--- config.mk ---
export PLATFORM = sky130hd
export DESIGN_NAME = irq_core
export DESIGN_NICKNAME = d
export VERILOG_FILES = /design/src/rtl/irq_pkg.sv /design/src/rtl/irq_request_reg.sv /design/src/rtl/irq_service_reg.sv /design/src/rtl/irq_ack_ctrl.sv /design/src/rtl/irq_core.sv
export SDC_FILE = /design/constraint.sdc
export NUM_CORES = 1
export LEC_CHECK = 0
export BUFFER_PORTS_ARGS = -buffer_cell sky130_fd_sc_hd__buf_2
export CAP_MARGIN = 20
export CORE_MARGIN = 3
export CORE_UTILIZATION = 28
export CTS_CLUSTER_DIAMETER = 50
export DETAILED_ROUTE_END_ITERATION = 8
export MAX_ROUTING_LAYER = met4
export SLEW_MARGIN = 40
export SYNTH_ARGS = -nofsm -noshare
export SYNTH_HDL_FRONTEND = slang
export SYNTH_SLANG_ARGS = --single-unit
--- constraint.sdc ---
create_clock -name clk -period 2.2 [get_ports clk]
set_input_delay 0.33 -clock clk [delete_from_list [all_inputs] [get_ports clk]]
set_output_delay 0.33 -clock clk [all_outputs]
set_load 0.02 [all_outputs]
--- src/rtl/irq_pkg.sv ---
package irq_pkg;
  typedef enum logic [0:0] {ACK_IDLE = 1'b0, ACK_WAIT = 1'b1} ack_state_e;

  // index of the highest set bit; returns 0 for an empty vector
  function automatic logic [2:0] top_index8(input logic [7:0] v);
    logic [2:0] idx;
    idx = '0;
    for (int i = 0; i < 8; i++) begin
      if (v[i]) idx = 3'(i);
    end
    return idx;
  endfunction
endpackage

--- src/rtl/irq_request_reg.sv ---
module irq_request_reg #(
  parameter int NUM_LINES = 8
) (
  input  logic                 clk,
  input  logic                 rst,
  input  logic [NUM_LINES-1:0] req_i,
  input  logic [NUM_LINES-1:0] mask_i,
  input  logic [NUM_LINES-1:0] take_i,
  output logic [NUM_LINES-1:0] irr_q
);
  logic [NUM_LINES-1:0] accept_w;

  assign accept_w = req_i & ~mask_i;

  always_ff @(posedge clk) begin
    if (rst) irr_q <= '0;
    else     irr_q <= (irr_q & ~take_i) | accept_w;
  end

  // no bit may appear without an unmasked pulse in the previous cycle
  p_masked_drop_r1: assert property (@(posedge clk) disable iff (rst)
    1'b1 |=> ((irr_q & ~$past(irr_q) & ~$past(req_i & ~mask_i)) == '0));

  // a bit leaves only when the acknowledge logic takes it
  p_irr_hold_r2: assert property (@(posedge clk) disable iff (rst)
    1'b1 |=> (($past(irr_q) & ~irr_q & ~$past(take_i)) == '0));
endmodule

--- src/rtl/irq_service_reg.sv ---
module irq_service_reg #(
  parameter int NUM_LINES = 8,
  localparam int LW = $clog2(NUM_LINES)
) (
  input  logic                 clk,
  input  logic                 rst,
  input  logic [NUM_LINES-1:0] irr_i,
  input  logic [NUM_LINES-1:0] set_i,
  input  logic                 eoi_i,
  input  logic [LW-1:0]        eoi_line_i,
  output logic [NUM_LINES-1:0] isr_q,
  output logic                 int_q
);
  logic [NUM_LINES-1:0] eoi_clr_w;
  logic [NUM_LINES-1:0] pass_w;

  always_comb begin
    eoi_clr_w = '0;
    if (eoi_i) eoi_clr_w[eoi_line_i] = 1'b1;
  end

  // a line passes when pending and nothing at or above it is in service
  for (genvar g = 0; g < NUM_LINES; g++) begin : g_gate
    assign pass_w[g] = irr_i[g] & ~(|isr_q[NUM_LINES-1:g]);
  end

  always_ff @(posedge clk) begin
    if (rst) begin
      isr_q <= '0;
      int_q <= 1'b0;
    end else begin
      isr_q <= (isr_q & ~eoi_clr_w) | set_i;
      int_q <= |pass_w;
    end
  end

  p_int_needs_req_r3: assert property (@(posedge clk) disable iff (rst)
    int_q |-> $past(irr_i != '0));

  p_isr_single_set_r4: assert property (@(posedge clk) disable iff (rst)
    $countones(set_i) <= 1);

  p_eoi_clear_r8: assert property (@(posedge clk) disable iff (rst)
    (eoi_i && !set_i[eoi_line_i]) |=> !isr_q[$past(eoi_line_i)]);
endmodule

--- src/rtl/irq_ack_ctrl.sv ---
module irq_ack_ctrl
  import irq_pkg::*;
#(
  parameter int NUM_LINES     = 8,
  parameter int VEC_W         = 8,
  parameter int SLAVE_TIMEOUT = 16,
  localparam int LW = $clog2(NUM_LINES),
  localparam int CW = $clog2(SLAVE_TIMEOUT + 1)
) (
  input  logic                 clk,
  input  logic                 rst,
  input  logic                 ack_i,
  input  logic [NUM_LINES-1:0] irr_i,
  input  logic [NUM_LINES-1:0] casc_i,
  input  logic                 slave_present_i,
  input  logic [VEC_W-1:0]     base_i,
  input  logic [VEC_W-1:0]     slv_vec_i,
  input  logic                 slv_vld_i,
  output logic [NUM_LINES-1:0] take_o,
  output logic [VEC_W-1:0]     vec_q,
  output logic                 vld_q,
  output logic                 slv_req_q
);
  ack_state_e     state_q;
  logic [CW-1:0]  wait_cnt_q;
  logic           accept_w;
  logic           empty_w;
  logic [LW-1:0]  pick_w;
  logic [VEC_W-1:0] spur_vec_w;
  logic [VEC_W-1:0] line_vec_w;

  assign empty_w    = (irr_i == '0);
  assign pick_w     = top_index8(irr_i);
  assign accept_w   = ack_i && (state_q == ACK_IDLE) && !vld_q;
  assign spur_vec_w = {base_i[VEC_W-1:LW], {LW{1'b1}}};
  assign line_vec_w = {base_i[VEC_W-1:LW], pick_w};

  always_comb begin
    take_o = '0;
    if (accept_w && !empty_w) take_o[pick_w] = 1'b1;
  end

  always_ff @(posedge clk) begin
    if (rst) begin
      state_q    <= ACK_IDLE;
      wait_cnt_q <= '0;
      vec_q      <= '0;
      vld_q      <= 1'b0;
      slv_req_q  <= 1'b0;
    end else begin
      vld_q <= 1'b0;
      case (state_q)
        ACK_IDLE: begin
          if (accept_w) begin
            if (empty_w) begin
              vec_q <= spur_vec_w;
              vld_q <= 1'b1;
            end else if (casc_i[pick_w] && slave_present_i) begin
              state_q    <= ACK_WAIT;
              slv_req_q  <= 1'b1;
              wait_cnt_q <= '0;
            end else begin
              vec_q <= line_vec_w;
              vld_q <= 1'b1;
            end
          end
        end
        ACK_WAIT: begin
          if (slv_vld_i) begin
            vec_q     <= slv_vec_i;
            vld_q     <= 1'b1;
            slv_req_q <= 1'b0;
            state_q   <= ACK_IDLE;
          end else if (wait_cnt_q == CW'(SLAVE_TIMEOUT - 1)) begin
            vec_q     <= spur_vec_w;
            vld_q     <= 1'b1;
            slv_req_q <= 1'b0;
            state_q   <= ACK_IDLE;
          end else begin
            wait_cnt_q <= wait_cnt_q + 1'b1;
          end
        end
        default: state_q <= ACK_IDLE;
      endcase
    end
  end

  p_vld_pulse_r11: assert property (@(posedge clk) disable iff (rst)
    vld_q |=> !vld_q);

  p_wait_bound_r10: assert property (@(posedge clk) disable iff (rst)
    slv_req_q |-> (wait_cnt_q < CW'(SLAVE_TIMEOUT)));

  p_slv_hold_r6: assert property (@(posedge clk) disable iff (rst)
    (slv_req_q && !slv_vld_i && (wait_cnt_q != CW'(SLAVE_TIMEOUT - 1))) |=> slv_req_q);

  p_take_pending_r4: assert property (@(posedge clk) disable iff (rst)
    ((take_o & ~irr_i) == '0));
endmodule

--- src/rtl/irq_core.sv ---
module irq_core #(
  parameter int NUM_LINES     = 8,
  parameter int VEC_W         = 8,
  parameter int SLAVE_TIMEOUT = 16,
  localparam int LW = $clog2(NUM_LINES)
) (
  input  logic                 clk,
  input  logic                 rst,
  input  logic [NUM_LINES-1:0] req_pulse,
  input  logic [NUM_LINES-1:0] mask_cfg,
  input  logic [VEC_W-1:0]     vec_base,
  input  logic [NUM_LINES-1:0] casc_cfg,
  input  logic                 slave_present,
  input  logic                 ack_strobe,
  input  logic                 eoi_pulse,
  input  logic [LW-1:0]        eoi_line,
  input  logic [VEC_W-1:0]     slv_vec,
  input  logic                 slv_vec_valid,
  output logic                 int_out,
  output logic [VEC_W-1:0]     vec_out,
  output logic                 vec_valid,
  output logic                 slv_ack_req,
  output logic [NUM_LINES-1:0] irr_out,
  output logic [NUM_LINES-1:0] isr_out
);
  logic [NUM_LINES-1:0] take_w;

  irq_request_reg #(.NUM_LINES(NUM_LINES)) u_req (
    .clk    (clk),
    .rst    (rst),
    .req_i  (req_pulse),
    .mask_i (mask_cfg),
    .take_i (take_w),
    .irr_q  (irr_out)
  );

  irq_service_reg #(.NUM_LINES(NUM_LINES)) u_svc (
    .clk        (clk),
    .rst        (rst),
    .irr_i      (irr_out),
    .set_i      (take_w),
    .eoi_i      (eoi_pulse),
    .eoi_line_i (eoi_line),
    .isr_q      (isr_out),
    .int_q      (int_out)
  );

  irq_ack_ctrl #(
    .NUM_LINES     (NUM_LINES),
    .VEC_W         (VEC_W),
    .SLAVE_TIMEOUT (SLAVE_TIMEOUT)
  ) u_ack (
    .clk             (clk),
    .rst             (rst),
    .ack_i           (ack_strobe),
    .irr_i           (irr_out),
    .casc_i          (casc_cfg),
    .slave_present_i (slave_present),
    .base_i          (vec_base),
    .slv_vec_i       (slv_vec),
    .slv_vld_i       (slv_vec_valid),
    .take_o          (take_w),
    .vec_q           (vec_out),
    .vld_q           (vec_valid),
    .slv_req_q       (slv_ack_req)
  );

  p_spurious_nochange_r9: assert property (@(posedge clk) disable iff (rst)
    (ack_strobe && !vec_valid && !slv_ack_req && (irr_out == '0) && !eoi_pulse)
      |=> (isr_out == $past(isr_out)));
endmodule

==> impl_metrics.yaml <==
finish:
  final_common_cell: "buf_2"
  multiInputGateArea_um2: 967
  nets: 342
  nFillCells: 590
  utilization_pct: 41.3
  fin_area_um2: 2330
  layout-drive-gt1-share_pct: 35.6
  seq_area_um2: 663
  syn_to_final_growth_pct: 39.1
  final_cell_mix: "buf_2 (72), a21oi_1 (31), dfxtp_1 (31)"
  antenna_cells: 0
sta:
  setup_viol: 0
  maxSlewHeadroom_pct: 58.2
  fin_crit_sh_pct: 94.5
  min_period_ns: 2.08
  fmax_mhz: 481
  tightest_slew_ns: 0.627
  tns_ns: 0
  finalMaxSlewViolations: 0
  clock_skew_ns: 0.00361
  rsz0062_at_grt: "false"
  finalHoldViolations: 0
clocking:
  cts.clk_slew.worst_paths_ns: 0.07
  cts_sinks: 33
  tritoncts: "built"
  cts_buffer_depth: 2
  hold_buffers: 0
  h-tree-depth: 2
  cts_inserted_buffers: 5
  cts-resized-gates: 0
  cts_root_buf: "clkbuf_8"
  insertion_delay_ns: 0.29
  postCtsSetupBuffers: 0
yosys:
  post-synth-top-area-fraction_pct: 39.4
  yosysUniqueCellTypes: 44
  synth_area_leaders: "dfxtp_1 (39%), a21oi_1 (9.3%), nand2_1 (4.5%)"
  ys_ff_latch: 33
  ys_seq_area_share_pct: 39.4
  netlist_instances: 207
  syn_nets: 258
  synth_area_um2: 1680
  synth_top_area_cell: "dfxtp_1"
  ys_warn_count: 0
  synth_area_per_cell_um2: 8.10
worst_setup_path:
  crit_arrival_ns: 2.22
  crit_chain: "or3b_1 > and3_1 > a211o_1 > o211a_1 > o21ai_4 > a311oi_1"
  cp_max_fo: 8
  cp_slowest_stage_delay_ns: 0.41
  crit_path_end_kind: "flop"
  crit_buf_inv: 0
  critPathKind: "reg2reg"
  critPathLaunchType: "flop"
  required_ns: 2.34
  worst_path_max_delay_cell: "or3b_1"
  path_delay_family: "compound AO/OA/AOI/OAI gates"
floorplanning:
  num_io_pins: 76
  rows: 27
  dieHeight_um: 83.4
  core_um2: 5640
  die_w_um: 83.4
  initial_utilization_pct: 29.7
  design.die.area_um2: 6950
routing:
  num_vias: 1833
  dr.pass1.iters: 4
  wl_per_cell_um: 14.3
  antenna_left: 0
  route.detailed.drc: 0
  avgViaCountPerCell: 5.04
  drt_wl_total_um: 5190
  dr.first_iter.drc_count: 109
place:
  dpl.hpwl_um: 3980
  place_area_um2: 2190
  port_buffers: 72
  place.gp.congestion: 0.887
grt:
  grt_pass1_wl_um: 8550
  grt_max_degree: 34
  antenna_found_initial: 0
  grt_overflow: 0
  grt_usage_pct: 15.6
  grt_pass1_vias: 1794
status:
  outcome: "finished, final reports clean"
power_and_ir_drop:
  irDropWorstVdd_v: 0.000290
  leakage_nw: 1.03
  power.total_mw: 1.72
  power_density_nw_per_um2: 736
job:
  maxCapViolations: 0
hold_path:
  holdCritPathClass: "in2reg"
## worst register-to-register path, cell delays in order, from the launching register on
cell and delay [ns]:
dfxtp_1 0.35, or3b_1 0.41, and3_1 0.23, a211o_1 0.33, o211a_1 0.20, o21ai_4 0.28
a311oi_1 0.14
## power by group
group          internal [mW]  switching (mW)  total [mW]  leakage, nW
logic                  0.182           0.264       0.447        0.701
clock network          0.369           0.224       0.594       0.0585
registers              0.646          0.0318       0.677        0.271
total                   1.20           0.520        1.72         1.03
## cells in the mapped netlist
master	n
o31ai_4	1
mux2i_1	2
o2111ai_2	1
nand2b_1	11
a2111oi_0	1
and2_1	1
a31o_2	1
or3b_1	1
nand2_1	20
nand3_1	9
nor3b_1	1
o211ai_1	5
dfxtp_1	33
buf_1	1
a21oi_1	31
a211oi_1	2
ha_1	2
and3_1	3
o22ai_1	3
o211a_1	1
nor2b_1	3
or3b_2	1
buf_6	1
a31oi_1	5
a21oi_2	1
o21bai_1	2
nor3_1	3
and2b_1	1
a211o_1	1
buf_2	2
clkbuf_1	5
o31ai_1	3
nor4_1	2
or3_4	2
nor2_1	13
o21ai_2	1
o21a_1	1
o21ai_0	13
a21o_1	1
or4_1	1
a311oi_1	5
a22oi_1	1
o221ai_1	1
inv_1	8
## flip-flops by register name, summed over array words and instances (netlist names)
register and flops:
u_svc.isr_q 8, u_ack.vld_q 1, u_req.irr_q 8, u_ack.wait_cnt_q 5, u_ack.vec_q 8, u_ack.state_q 1
u_svc.int_q 1, u_ack.slv_req_q 1
## cell families after synthesis
logic type / after synthesis / synth area share (%)
and+or+nand+nor: 72 / 22.2
adders and majority gates: 2 / 1.49
buffers and inverters: 17 / 4.40
muxes: 2 / 1.19
DFF: 33 / 39.4
AOI/OAI and AO/OA: 81 / 31.3
## final timing paths
path              slack [ns]      startpoint        endpoint  depth (start not counted)
hold / removal          0.30    req_pulse[4]  u_req.irr_q[4]                          3
setup reg to reg        0.12  u_req.irr_q[2]  u_ack.vec_q[6]                          6
hold reg to reg         0.48  u_svc.isr_q[7]     u_svc.int_q                          1
setup / recovery        0.12  u_req.irr_q[2]  u_ack.vec_q[6]                          6
## through the flow
| step | std cells | worst slack, ns | hold slack [ns] |
|---|---|---|---|
| CTS | 364 | 0.0608 | 0.301 |
| finish | 364 | 0.120 | 0.300 |
| detailed placement | 356 | 0.0639 | 0.460 |
| global placement | 356 | 0.112 | 0.448 |
| floorplan | 207 | 0.0366 | 0.469 |
| global route | 364 | 0.0276 | 0.302 |
## routing by layer
metal  up-vias  wire (um)  track usage [%]
met5         -          0                -
met4         0         73             5.20
met3         6        337             5.16
met2        55       2440             24.6
li1        929          -                -
met1       843       2340             18.6
## cell type report
type                            count  area share, %
Clock buffer                        7           3.70
Clock inverter                      1           1.29
Inverter                            8           1.29
Multi-Input combinational cell    157           41.5
Sequential cell                    33           28.4
Tap cell                           72           3.86
Timing Repair Buffer               86           20.0
Power figures use the tool's default switching activity.
